--- config.mk ---
export PLATFORM = sky130hd
export DESIGN_NAME = wdt_supervisor
export DESIGN_NICKNAME = d
export VERILOG_FILES = /design/src/rtl/wdt_pkg.sv /design/src/rtl/wdt_period_lut.sv /design/src/rtl/wdt_cmd_check.sv /design/src/rtl/wdt_timer_core.sv /design/src/rtl/wdt_supervisor.sv
export SDC_FILE = /design/constraint.sdc
export NUM_CORES = 1
export LEC_CHECK = 0
export ABC_AREA = 1
export BUFFER_PORTS_ARGS = -buffer_cell sky130_fd_sc_hd__buf_2
export CAP_MARGIN = 20
export CORE_MARGIN = 2
export CORE_UTILIZATION = 45
export DETAILED_ROUTE_END_ITERATION = 10
export GPL_ROUTABILITY_DRIVEN = 0
export PLACE_DENSITY = 0.66
export SLEW_MARGIN = 20
export SYNTH_ARGS = -nofsm -noshare
export SYNTH_HDL_FRONTEND = slang
export SYNTH_SLANG_ARGS = --single-unit
--- constraint.sdc ---
create_clock -name clk -period 8.23 [get_ports clk]
set_input_delay 2.0575 -clock clk [delete_from_list [all_inputs] [get_ports clk]]
set_output_delay 2.0575 -clock clk [all_outputs]
set_load 0.01 [all_outputs]
--- src/rtl/wdt_pkg.sv ---
package wdt_pkg;

   typedef enum logic [2:0] {
      OPM_START   = 3'd0,
      OPM_NORMAL  = 3'd1,
      OPM_STANDBY = 3'd2,
      OPM_SLEEP   = 3'd3,
      OPM_FLASH   = 3'd4
   } opm_e;

   localparam logic [2:0] CODE_RESTART = 3'b101;
   localparam logic [2:0] CODE_STOP    = 3'b110;

   typedef struct packed {
      logic restart;
      logic stop;
      logic bad;
   } wdt_cmd_t;

   typedef enum logic [2:0] {
      EV_IDLE,
      EV_TICK,
      EV_RESTART,
      EV_RESET,
      EV_WAKE,
      EV_HALT
   } wdt_ev_e;

   function automatic logic is_lowpwr(input logic [2:0] m);
      return (m == OPM_STANDBY) || (m == OPM_SLEEP);
   endfunction

   function automatic logic is_timeout(input logic [2:0] m);
      return (m == OPM_STANDBY) || (m == OPM_SLEEP) || (m == OPM_FLASH);
   endfunction

endpackage

--- src/rtl/wdt_period_lut.sv ---
module wdt_period_lut #(
   parameter int          CW       = 24,
   parameter int          NUM_PER  = 10,
   parameter int          IDXW     = 4,
   parameter int          SCW      = 2,
   parameter int unsigned BASE_TBL [NUM_PER] = '{16, 24, 32, 48, 64, 96, 128, 192, 256, 384}
) (
   input  logic [IDXW-1:0] idx,
   input  logic [SCW-1:0]  scale,
   output logic [CW-1:0]   period,
   output logic [CW-1:0]   half
);
   localparam int NSCALE   = 1 << SCW;
   localparam int MAXSHIFT = NSCALE - 1;

   if (NUM_PER > (1 << IDXW)) begin : g_bad_idxw
      $error("period table larger than index range");
   end

   logic [CW-1:0] base_w [NUM_PER];
   logic [CW-1:0] base_sel;
   logic [CW-1:0] scaled [NSCALE];

   for (genvar g = 0; g < NUM_PER; g++) begin : g_tbl
      if (BASE_TBL[g] < 2) begin : g_bad_min
         $error("period table entry below 2 cycles");
      end
      if ((longint'(BASE_TBL[g]) << MAXSHIFT) >= (longint'(1) << CW)) begin : g_bad_w
         $error("scaled period exceeds counter width");
      end
      assign base_w[g] = CW'(BASE_TBL[g]);
   end

   always_comb begin
      base_sel = base_w[0];
      for (int i = 1; i < NUM_PER; i++) begin
         if (idx == IDXW'(i)) base_sel = base_w[i];
      end
   end

   for (genvar s = 0; s < NSCALE; s++) begin : g_scale
      assign scaled[s] = base_sel << s;
   end

   assign period = scaled[scale];
   assign half   = period >> 1;

endmodule

--- src/rtl/wdt_cmd_check.sv ---
module wdt_cmd_check
   import wdt_pkg::*;
#(
   parameter int IDXW    = 4,
   parameter int NUM_PER = 10
) (
   input  logic            we,
   input  logic [2:0]      code,
   input  logic [IDXW-1:0] idx,
   input  logic [2:0]      op_mode,
   output wdt_cmd_t        cmd
);
   logic is_rst_code;
   logic is_stop_code;
   logic idx_ok;
   logic stop_ok;

   assign is_rst_code  = (code == CODE_RESTART);
   assign is_stop_code = (code == CODE_STOP);
   assign idx_ok       = ({1'b0, idx} < (IDXW+1)'(NUM_PER));
   assign stop_ok      = is_lowpwr(op_mode);

   always_comb begin
      cmd = '0;
      if (we) begin
         if (is_rst_code && idx_ok)        cmd.restart = 1'b1;
         else if (is_stop_code && stop_ok) cmd.stop    = 1'b1;
         else                              cmd.bad     = 1'b1;
      end
   end

endmodule

--- src/rtl/wdt_timer_core.sv ---
module wdt_timer_core
   import wdt_pkg::*;
#(
   parameter int CW        = 24,
   parameter int IDXW      = 4,
   parameter int SCW       = 2,
   parameter int DEF_IDX   = 9,
   parameter int DEF_SCALE = 3
) (
   input  logic            clk,
   input  logic            rst_n,
   input  logic [2:0]      op_mode,
   input  wdt_cmd_t        cmd,
   input  logic [IDXW-1:0] trig_idx,
   input  logic [SCW-1:0]  trig_scale,
   input  logic            low_cur,
   input  logic [CW-1:0]   period,
   input  logic [CW-1:0]   half,
   output logic [IDXW-1:0] cur_idx,
   output logic [SCW-1:0]  cur_scale,
   output logic            rst_req,
   output logic            wake
);
   localparam logic [IDXW-1:0] IDX0 = IDXW'(DEF_IDX);
   localparam logic [SCW-1:0]  SC0  = SCW'(DEF_SCALE);

   logic [CW-1:0] cnt;
   logic          off_arm;
   logic          low_seen;
   logic          halted;
   logic          win;
   logic          lp;
   logic          at_end;
   logic          early;
   wdt_ev_e       ev;

   assign win    = !is_timeout(op_mode);
   assign lp     = is_lowpwr(op_mode);
   assign at_end = !halted && (cnt == period - CW'(1));
   assign early  = !halted && win && (cnt < half);

   always_comb begin
      if (cmd.bad)                        ev = EV_RESET;
      else if (cmd.restart || cmd.stop)   ev = early ? EV_RESET : EV_RESTART;
      else if (at_end) begin
         if (win)                         ev = EV_RESET;
         else if (lp)                     ev = (off_arm && (low_seen || low_cur)) ? EV_HALT : EV_WAKE;
         else                             ev = EV_RESET;
      end
      else if (halted)                    ev = EV_IDLE;
      else                                ev = EV_TICK;
   end

   always_ff @(posedge clk or negedge rst_n) begin
      if (!rst_n) begin
         cnt       <= '0;
         cur_idx   <= IDX0;
         cur_scale <= SC0;
         off_arm   <= 1'b0;
         low_seen  <= 1'b0;
         halted    <= 1'b0;
         rst_req   <= 1'b0;
         wake      <= 1'b0;
      end else begin
         rst_req <= 1'b0;
         wake    <= 1'b0;
         unique case (ev)
            EV_RESET: begin
               cnt       <= '0;
               cur_idx   <= IDX0;
               cur_scale <= SC0;
               off_arm   <= 1'b0;
               low_seen  <= 1'b0;
               halted    <= 1'b0;
               rst_req   <= 1'b1;
            end
            EV_RESTART: begin
               cnt      <= '0;
               halted   <= 1'b0;
               off_arm  <= cmd.stop;
               low_seen <= 1'b0;
               if (cmd.restart && (op_mode != OPM_SLEEP)) begin
                  cur_idx   <= trig_idx;
                  cur_scale <= trig_scale;
               end
            end
            EV_WAKE: begin
               cnt  <= '0;
               wake <= 1'b1;
               if (off_arm && low_cur) low_seen <= 1'b1;
            end
            EV_HALT: begin
               cnt      <= '0;
               halted   <= 1'b1;
               off_arm  <= 1'b0;
               low_seen <= 1'b0;
            end
            EV_TICK: begin
               cnt <= cnt + CW'(1);
               if (off_arm && low_cur) low_seen <= 1'b1;
            end
            default: begin
               if (off_arm && low_cur) low_seen <= 1'b1;
            end
         endcase
         if (!lp && (ev != EV_RESET)) begin
            off_arm  <= 1'b0;
            low_seen <= 1'b0;
            halted   <= 1'b0;
         end
      end
   end

   AST_CNT_IN_PERIOD: assert property (@(posedge clk) disable iff (!rst_n)
      cnt < period);
   AST_CMD_ONEHOT: assert property (@(posedge clk) disable iff (!rst_n)
      $onehot0({cmd.restart, cmd.stop, cmd.bad}));
   AST_RST_RELOADS: assert property (@(posedge clk) disable iff (!rst_n)
      rst_req |-> (cnt == '0 && cur_idx == IDX0 && cur_scale == SC0 && !halted && !off_arm));
   AST_OUT_EXCL: assert property (@(posedge clk) disable iff (!rst_n)
      $onehot0({rst_req, wake}));
   AST_WAKE_LOWPWR: assert property (@(posedge clk) disable iff (!rst_n)
      wake |-> $past(is_lowpwr(op_mode)));
   AST_HALT_NEEDS_LOW: assert property (@(posedge clk) disable iff (!rst_n)
      $rose(halted) |-> $past(low_cur || low_seen));
   AST_HALT_FROZEN: assert property (@(posedge clk) disable iff (!rst_n)
      halted |-> (cnt == '0 && !wake));
   AST_HALT_LOWPWR: assert property (@(posedge clk) disable iff (!rst_n)
      halted |-> $past(is_lowpwr(op_mode)));

endmodule

--- src/rtl/wdt_supervisor.sv ---
module wdt_supervisor
   import wdt_pkg::*;
#(
   parameter int          CW        = 24,
   parameter int          NUM_PER   = 10,
   parameter int          IDXW      = 4,
   parameter int          SCW       = 2,
   parameter int          DEF_IDX   = NUM_PER - 1,
   parameter int          DEF_SCALE = (1 << SCW) - 1,
   parameter int unsigned BASE_TBL [NUM_PER] = '{16, 24, 32, 48, 64, 96, 128, 192, 256, 384}
) (
   input  logic            clk,
   input  logic            rst_n,
   input  logic [2:0]      op_mode,
   input  logic            trig_we,
   input  logic [2:0]      trig_code,
   input  logic [IDXW-1:0] trig_idx,
   input  logic [SCW-1:0]  trig_scale,
   input  logic            low_cur,
   output logic            wdt_rst_req,
   output logic            wdt_wake
);
   if (DEF_IDX >= NUM_PER) begin : g_bad_def
      $error("default index outside period table");
   end

   wdt_cmd_t         cmd;
   logic [IDXW-1:0]  cur_idx;
   logic [SCW-1:0]   cur_scale;
   logic [CW-1:0]    period;
   logic [CW-1:0]    half;

   wdt_cmd_check #(.IDXW(IDXW), .NUM_PER(NUM_PER)) u_cmd (
      .we      (trig_we),
      .code    (trig_code),
      .idx     (trig_idx),
      .op_mode (op_mode),
      .cmd     (cmd)
   );

   wdt_period_lut #(.CW(CW), .NUM_PER(NUM_PER), .IDXW(IDXW), .SCW(SCW),
                    .BASE_TBL(BASE_TBL)) u_lut (
      .idx    (cur_idx),
      .scale  (cur_scale),
      .period (period),
      .half   (half)
   );

   wdt_timer_core #(.CW(CW), .IDXW(IDXW), .SCW(SCW), .DEF_IDX(DEF_IDX),
                    .DEF_SCALE(DEF_SCALE)) u_core (
      .clk        (clk),
      .rst_n      (rst_n),
      .op_mode    (op_mode),
      .cmd        (cmd),
      .trig_idx   (trig_idx),
      .trig_scale (trig_scale),
      .low_cur    (low_cur),
      .period     (period),
      .half       (half),
      .cur_idx    (cur_idx),
      .cur_scale  (cur_scale),
      .rst_req    (wdt_rst_req),
      .wake       (wdt_wake)
   );

endmodule

==> run summary, run 1 <==
status = finished clean
count leader, synth = nand2_1
Yosys reg bits = 35
largest buffer count on any clock path = 2
fin area = 0.00342 sq mm
CTS tree = yes
GRT Total Usage = 20.5%
pin count of the biggest net entering global routing = 50
Max Freq = 233 MHz
Slowest cell on crit path = inv_2
# rows = 30
Fin Clk Skew = 0.00900 ns
Clock power frac = 36.7%
internal power = 0.246 mW
max incr delay on CP = 0.71 ns
worst hold-check path type = reg2reg
combinational share of power = 10.3%
post-synth top area share = 23.9%
CTS clk-pin slew, worst paths = 0.07 ns
post-route ant nets = 0
placed cell area = 0.00333 sq mm
Core Area = 0.00687 sq mm
number of synthesized flops with an enable pin = 0
Least-Margin Pin Slew = 1.01 ns
final hold viol count = 0
power per standard cell area = 99.8 mW/mm^2
worst-path maximum fanout = 49
Critical Path Start Type = flip-flop
post-CTS setup repair buffer count = 0
initial antenna violation count = 0
Layout Nets = 512
warning count from the yosys run = 0
via/cell ratio = 5.11
placed insts = 574
Initial Util = 47.2%
setup TNS = 0 ns
routed wire length = 7.26 mm
sequential fraction of the synthesis area = 27.2%
Antenna Cells = 0
Final setup viols = 0
cell taking the most area after synthesis = dfrtp_1
Resized Gates After CTS = 0
CP arrival = 4.46 ns
initial drt markers = 177
I/O pin total = 18
Synth Instances = 474
Worst VDD drop = 0.0771 mV
Sw Share = 28.0%
root buf cell = clkbuf_8
CTS HTree Levels = 2
Relative slew margins = 32.4%
die height = 88.8 microns
syn nets = 501
Pins Over Slew Limit = 0
detailed placement HPWL = 5.64 mm
ys async rst share = 100%
final std cells w/o fill = 582
first-pass GRT wire length = 12.8 mm
max cap viols = 0
WL/cell = 12.5 microns
die footprint = 0.00789 sq mm
worst r2r path cells = 26
vias = 2972
clk sinks = 35
top cells by count, synth = 128 x nand2_1, 52 x nor2_1, 50 x inv_1, 45 x nand3_1, 31 x dfrtp_1
hold path depth = 2
TritonCTS Buffers = 5
Skew-Pair Late Insertion Delay = 0.29 ns
port bufs = 17
sequential power share = 53.0%
vias in the first global route = 2791
power consumption = 0.341 mW
chip width = 88.8 microns
# DRC = 0
Critical Path RT = 8.41 ns
Initial DRT Pass Iterations = 7
Worst setup EP type = flip-flop
unrepaired setup endpoints after global routing = no
Layout area overhead = 5.45%
Final min period = 4.28 ns
synth unique cells = 36
switching pwr = 0.0953 mW
kind of critical path = reg2reg
crit-path most repeated cell = nand2_1
top cells by area, synth = dfrtp_1 24%, nand2_1 15%, nand3_2 8.0%
final worst-path cycle share = 52.0%
commonest register cell after synthesis = dfrtp_1
layout cells sized above 1 = 17.3%
Synth Cell Area = 0.00324 sq mm
static leakage = 1.70 nW
syn avg cell area = 6.83 sq um
Hold Buf Count CTS = 0
gr ovfl total = 0
[routing by layer]
metal	up-vias	GRT usage, %	routed length [microns]	share of wire [%]
met5	-	0	0	0
met4	0	4.96	68	0.94
met3	6	2.71	210	2.9
met2	42	33.0	3310	46
met1	1366	29.2	3670	51
li1	1558	-	-	-
[path summary, 6_finish.rpt]
path                                        start           endpoint  slack, ns
worst min register to register  u_core.cur_idx[0]  u_core.cur_idx[0]       0.51
worst max-delay path            u_core.cur_idx[2]     u_core.cnt[20]       3.95
worst max register to register  u_core.cur_idx[2]     u_core.cnt[20]       3.95
worst min-delay path            u_core.cur_idx[0]  u_core.cur_idx[0]       0.51
min in group asynchronous                   rst_n    u_core.low_seen       1.85
max in group asynchronous                   rst_n     u_core.cnt[19]       5.88
[sequential cells by signal, indices dropped and copies added, names as in the netlist]
name / cells
u_core.cnt: 24
u_core.cur_idx: 4
u_core.cur_scale: 2
u_core.halted: 1
u_core.low_seen: 1
u_core.off_arm: 1
u_core.rst_req: 1
u_core.wake: 1
[power by group through the flow]
stage               logic (mW)  clock network, mW  registers (mW)
finish                  0.0352              0.125           0.181
global placement        0.0350                  0           0.184
detailed placement      0.0356                  0           0.184
global route            0.0403              0.138           0.182
CTS                     0.0357              0.131           0.181
floorplan               0.0275                  0           0.183
[kinds of logic after synthesis]
group	count (synthesis)	synth area share, %
simple gates	313	48.8
compound gates	30	5.29
fa+ha+maj	11	4.25
buf+inv	69	10.1
xor+xnor	16	4.33
flops	35	27.2
[cells in the final DEF (no fill, tap or decap)]
master,instances
nand2_4,4
nand2_2,9
nand2_1,128
xor2_1,12
clkinv_2,1
o21ai_2,1
or2_2,2
nor2_4,1
o21ai_0,7
nand3_1,45
and2_1,2
dfrtp_1,31
dfstp_2,4
a21oi_1,12
ha_1,11
nand3_2,26
o2111ai_1,1
clkbuf_8,5
a31oi_1,1
nand4_1,14
o21a_1,2
buf_2,17
nor2_1,52
nor4_1,4
nand3b_1,7
clkinvlp_4,2
xnor2_1,4
nor2_2,5
nand2_8,1
nor3_1,12
and3_1,1
inv_2,6
inv_1,50
o211ai_1,3
o21ai_1,3
[metrics by stage]
step | hold WS [ns] | setup slack [ns] | utilization (%)
finish | 0.512 | 3.95 | 49.7
global route | 0.554 | 3.40 | 49.7
CTS | 0.516 | 3.93 | 49.7
detailed placement | 0.505 | 3.95 | 48.4
global placement | 0.499 | 4.10 | 48.4
floorplan | 0.478 | 4.78 | -
[area by class of cell]
cell class                 instances  area, sq um
fill                             705         3450
multi-input combinational        370         2030
sequential                        35          881
inverter                          56          210
tap                               96          120
timing repair buffer              17         85.1
clock buffer                       5         68.8
clock inverter                     3         20.0
[critical path, delay by kind of cell, from the launching register on]
| kind | cells | cell delay (ns) |
|---|---|---|
| flops | 1 | 0.44 |
| buf+inv | 1 | 0.71 |
| simple gates | 20 | 2.31 |
| fa+ha+maj | 2 | 0.50 |
| compound gates | 3 | 0.18 |
(Power assumes the default switching activity.)
==> run 2, diff against run 1 <==
- ABC_AREA: 1 -> 0
- PLACE_DENSITY: 0.66 -> 0.68
- clock period: 8.23 -> 3.9 ns (I/O delays scaled with it)
==> run summary, run 2 <==
status = finished clean
top flop regs = u_core.cnt (24), u_core.cur_idx (4), u_core.cur_scale (2)
unrepaired setup endpoints after global routing = no
root buf cell = clkbuf_8
met2 WL post-DR = 3.32 mm (+0.21%)
CTS HTree Levels = 2 (unchanged)
worst hold-check path type = reg2reg
Worst VDD drop = 0.176 mV (+130%)
Pins Over Slew Limit = 0 (unchanged)
post-route ant nets = 0 (unchanged)
Critical Path RT = 4.08 ns (-4.33 ns)
power per standard cell area = 222 mW/mm^2 (+120%)
max cap viols = 0 (unchanged)
vias = 2661 (-10%)
routed wire length = 7.07 mm (-2.7%)
die height = 83.6 microns (-5.9%)
Synth Cell Area = 0.00285 sq mm (-12%)
DRT met1 WL = 3.34 mm (-8.9%)
final worst-path cycle share = 96.1% (+44 points)
Final setup viols = 0 (unchanged)
setup TNS = 0 ns (unchanged)
port bufs = 17 (unchanged)
reg-to-reg startpoint = u_core.cur_idx[2]
Least-Margin Pin Slew = 0.768 ns (-0.245 ns)
chip width = 83.6 microns (-5.9%)
largest buffer count on any clock path = 2 (unchanged)
R2R setup slack = 0.15 ns (-3.79 ns)
Layout area overhead = 14.5%
Synth Instances = 345 (-27%)
TritonCTS Buffers = 5 (unchanged)
uppermost layer routed = met4
CTS clk-pin slew, worst paths = 0.07 ns (about the same)
Worst setup EP type = flip-flop
static leakage = 1.38 nW (-19%)
I/O pin total = 18 (unchanged)
initial drt markers = 217 (+23%)
Critical Path Start Type = flip-flop
Initial Util = 45.7% (-1.4 points)
Antenna Cells = 0 (unchanged)
pin count of the biggest net entering global routing = 36 (-28%)
syn nets = 372 (-26%)
max FFs per register = 24 (unchanged)
# DRC = 0 (unchanged)
worst r2r path cells = 15 (-42%)
Relative slew margins = 48.8% (+16 points)
via/cell ratio = 5.97 (+17%)
final hold viol count = 0 (unchanged)
Hold Buf Count CTS = 0 (unchanged)
Setup crit end = u_core.cur_idx[2]
power consumption = 0.726 mW (+110%)
Yosys reg bits = 35 (unchanged)
Fin Clk Skew = 0.00348 ns (-0.00553 ns)
WL/cell = 15.9 microns (+27%)
gr ovfl total = 0 (unchanged)
Skew-Pair Late Insertion Delay = 0.29 ns (about the same)
HP Start = u_core.off_arm
CTS tree = yes
Max Freq = 267 MHz (+14%)
top cells by count, synth = 31 x dfrtp_1, 31 x nor2_1, 26 x nand2_1, 22 x a21oi_1, 15 x nand3_1
commonest register cell after synthesis = dfrtp_1
routed length on met3 = 330 microns (+57%)
GRT Total Usage = 21.5% (+1.0 points)
die footprint = 0.00699 sq mm (-11%)
critical-path cell list = or2_1 > a211oi_1 > o21ai_1 > ha_1 > and3_1 > ha_1 > xor2_1 > nand2_1 > nor4_1 > o311ai_1 > a31oi_1 > nand4_1 > or2_1 > or3_4 > a31o_1
Layout Nets = 395 (-23%)
sequential fraction of the synthesis area = 30.9% (+3.7 points)
most frequent cells in the layout = 30 x nor2_1, 30 x dfrtp_1, 26 x nand2_1, 22 x a21oi_1, 21 x buf_4
crit path launch = u_core.cur_idx[2]
clk sinks = 35 (unchanged)
detailed placement HPWL = 5.28 mm (-6.5%)
Core Area = 0.00624 sq mm (-9.1%)
synth unique cells = 61 (+69%)
max incr delay on CP = 0.47 ns (-0.24 ns)
reg2reg end = u_core.cur_idx[2]
Biggest register = u_core.cnt
warning count from the yosys run = 0 (unchanged)
first-pass GRT wire length = 12.3 mm (-3.5%)
vias in the first global route = 2508 (-10%)
syn avg cell area = 8.27 sq um (+21%)
Final min period = 3.75 ns (-0.535 ns)
top cells by area, synth = dfrtp_1 27%, ha_1 4.8%, xor2_1 4.3%
# rows = 29 (-3.3%)
CP arrival = 3.93 ns (-0.53 ns)
number of synthesized flops with an enable pin = 0 (unchanged)
Initial DRT Pass Iterations = 4 (-3)
ys async rst share = 100% (unchanged)
cell taking the most area after synthesis = dfrtp_1
layout cells sized above 1 = 19.2% (+2.0 points)
kind of critical path = reg2reg
worst-path maximum fanout = 10 (-80%)
post-synth top area share = 27.2% (+3.2 points)
Slowest cell on crit path = dfrtp_2
initial antenna violation count = 0 (unchanged)
[run 2: cell count changes in the layout (fill, tap and decap cells not counted), moves of 8 or more]
cell,delta
nand2_1,-102
inv_1,-42
nand3_1,-31
nand3_2,-25
nor2_1,-22
buf_4,+21
a21oi_1,+10
and3_1,+9
nand2_2,-9
a31oi_1,+8
nand2b_1,+8
nand4_1,-8
or3_1,+8
xnor2_1,+8
[run 2: metal layers]
layer	global-route usage [%]	vias up
met5	0	-
li1	-	1321
met4	4.84	0
met1	32.3	1275
met3	2.37	5
met2	33.5	60
[run 2: critical path, delay by kind of cell, from the launching register on]
family,cells,cell delay [ns]
xor+xnor,1,0.14
flops,1,0.47
simple gates,7,1.59
compound gates,5,0.92
fa+ha+maj,2,0.50
[run 2: final cells by class]
| type | instances | area (sq um) |
|---|---|---|
| Clock buffer | 6 | 72.6 |
| Clock inverter | 2 | 12.5 |
| Fill cell | 598 | 2970 |
| Inverter | 10 | 37.5 |
| Multi-Input combinational cell | 277 | 1900 |
| Sequential cell | 35 | 886 |
| Tap cell | 77 | 96.3 |
| Timing Repair Buffer | 39 | 263 |
[run 2: timing repair]
action                     4_1_cts  5_1_grt
setup buffers                    0        2
resized for setup                0       13
setup endpoints to repair        0       26
hold endpoints to repair         0        0
[run 2: cell families after synthesis]
| kind of cell | count (synthesis) | share of synthesized area, % |
|---|---|---|
| fa+ha+maj | 11 | 4.82 |
| xor+xnor | 27 | 8.77 |
| buf+inv | 33 | 4.87 |
| flops | 35 | 30.9 |
| compound gates | 86 | 21.9 |
| simple gates | 153 | 28.8 |
[run 2: worst min-delay path by stage]
| stage | end | slack [ns] | depth (start not counted) |
|---|---|---|---|
| floorplan | u_core.low_seen | 0.46 | 1 |
| global placement | u_core.low_seen | 0.48 | 1 |
| detailed placement | u_core.low_seen | 0.50 | 1 |
| CTS | u_core.low_seen | 0.51 | 1 |
| global route | u_core.low_seen | 0.53 | 1 |
| finish | u_core.low_seen | 0.51 | 1 |
[run 2: through the flow]
stage	setup WS, ns	util [%]	area (sq um)	std cells	hold WS [ns]
floorplan	0.0557	-	2850	345	0.461
finish	0.152	52.4	3270	446	0.511
global route	0.00762	52.4	3270	446	0.531
detailed placement	0.0483	49.6	3100	436	0.497
global placement	0.145	49.6	3100	436	0.483
CTS	0.0258	51.0	3180	444	0.509
[run 2: report_power, final]
part           internal (mW)  total [mW]  switching [mW]
sequential             0.368       0.374         0.00626
clock                  0.125       0.257           0.132
combinational         0.0401      0.0948          0.0548
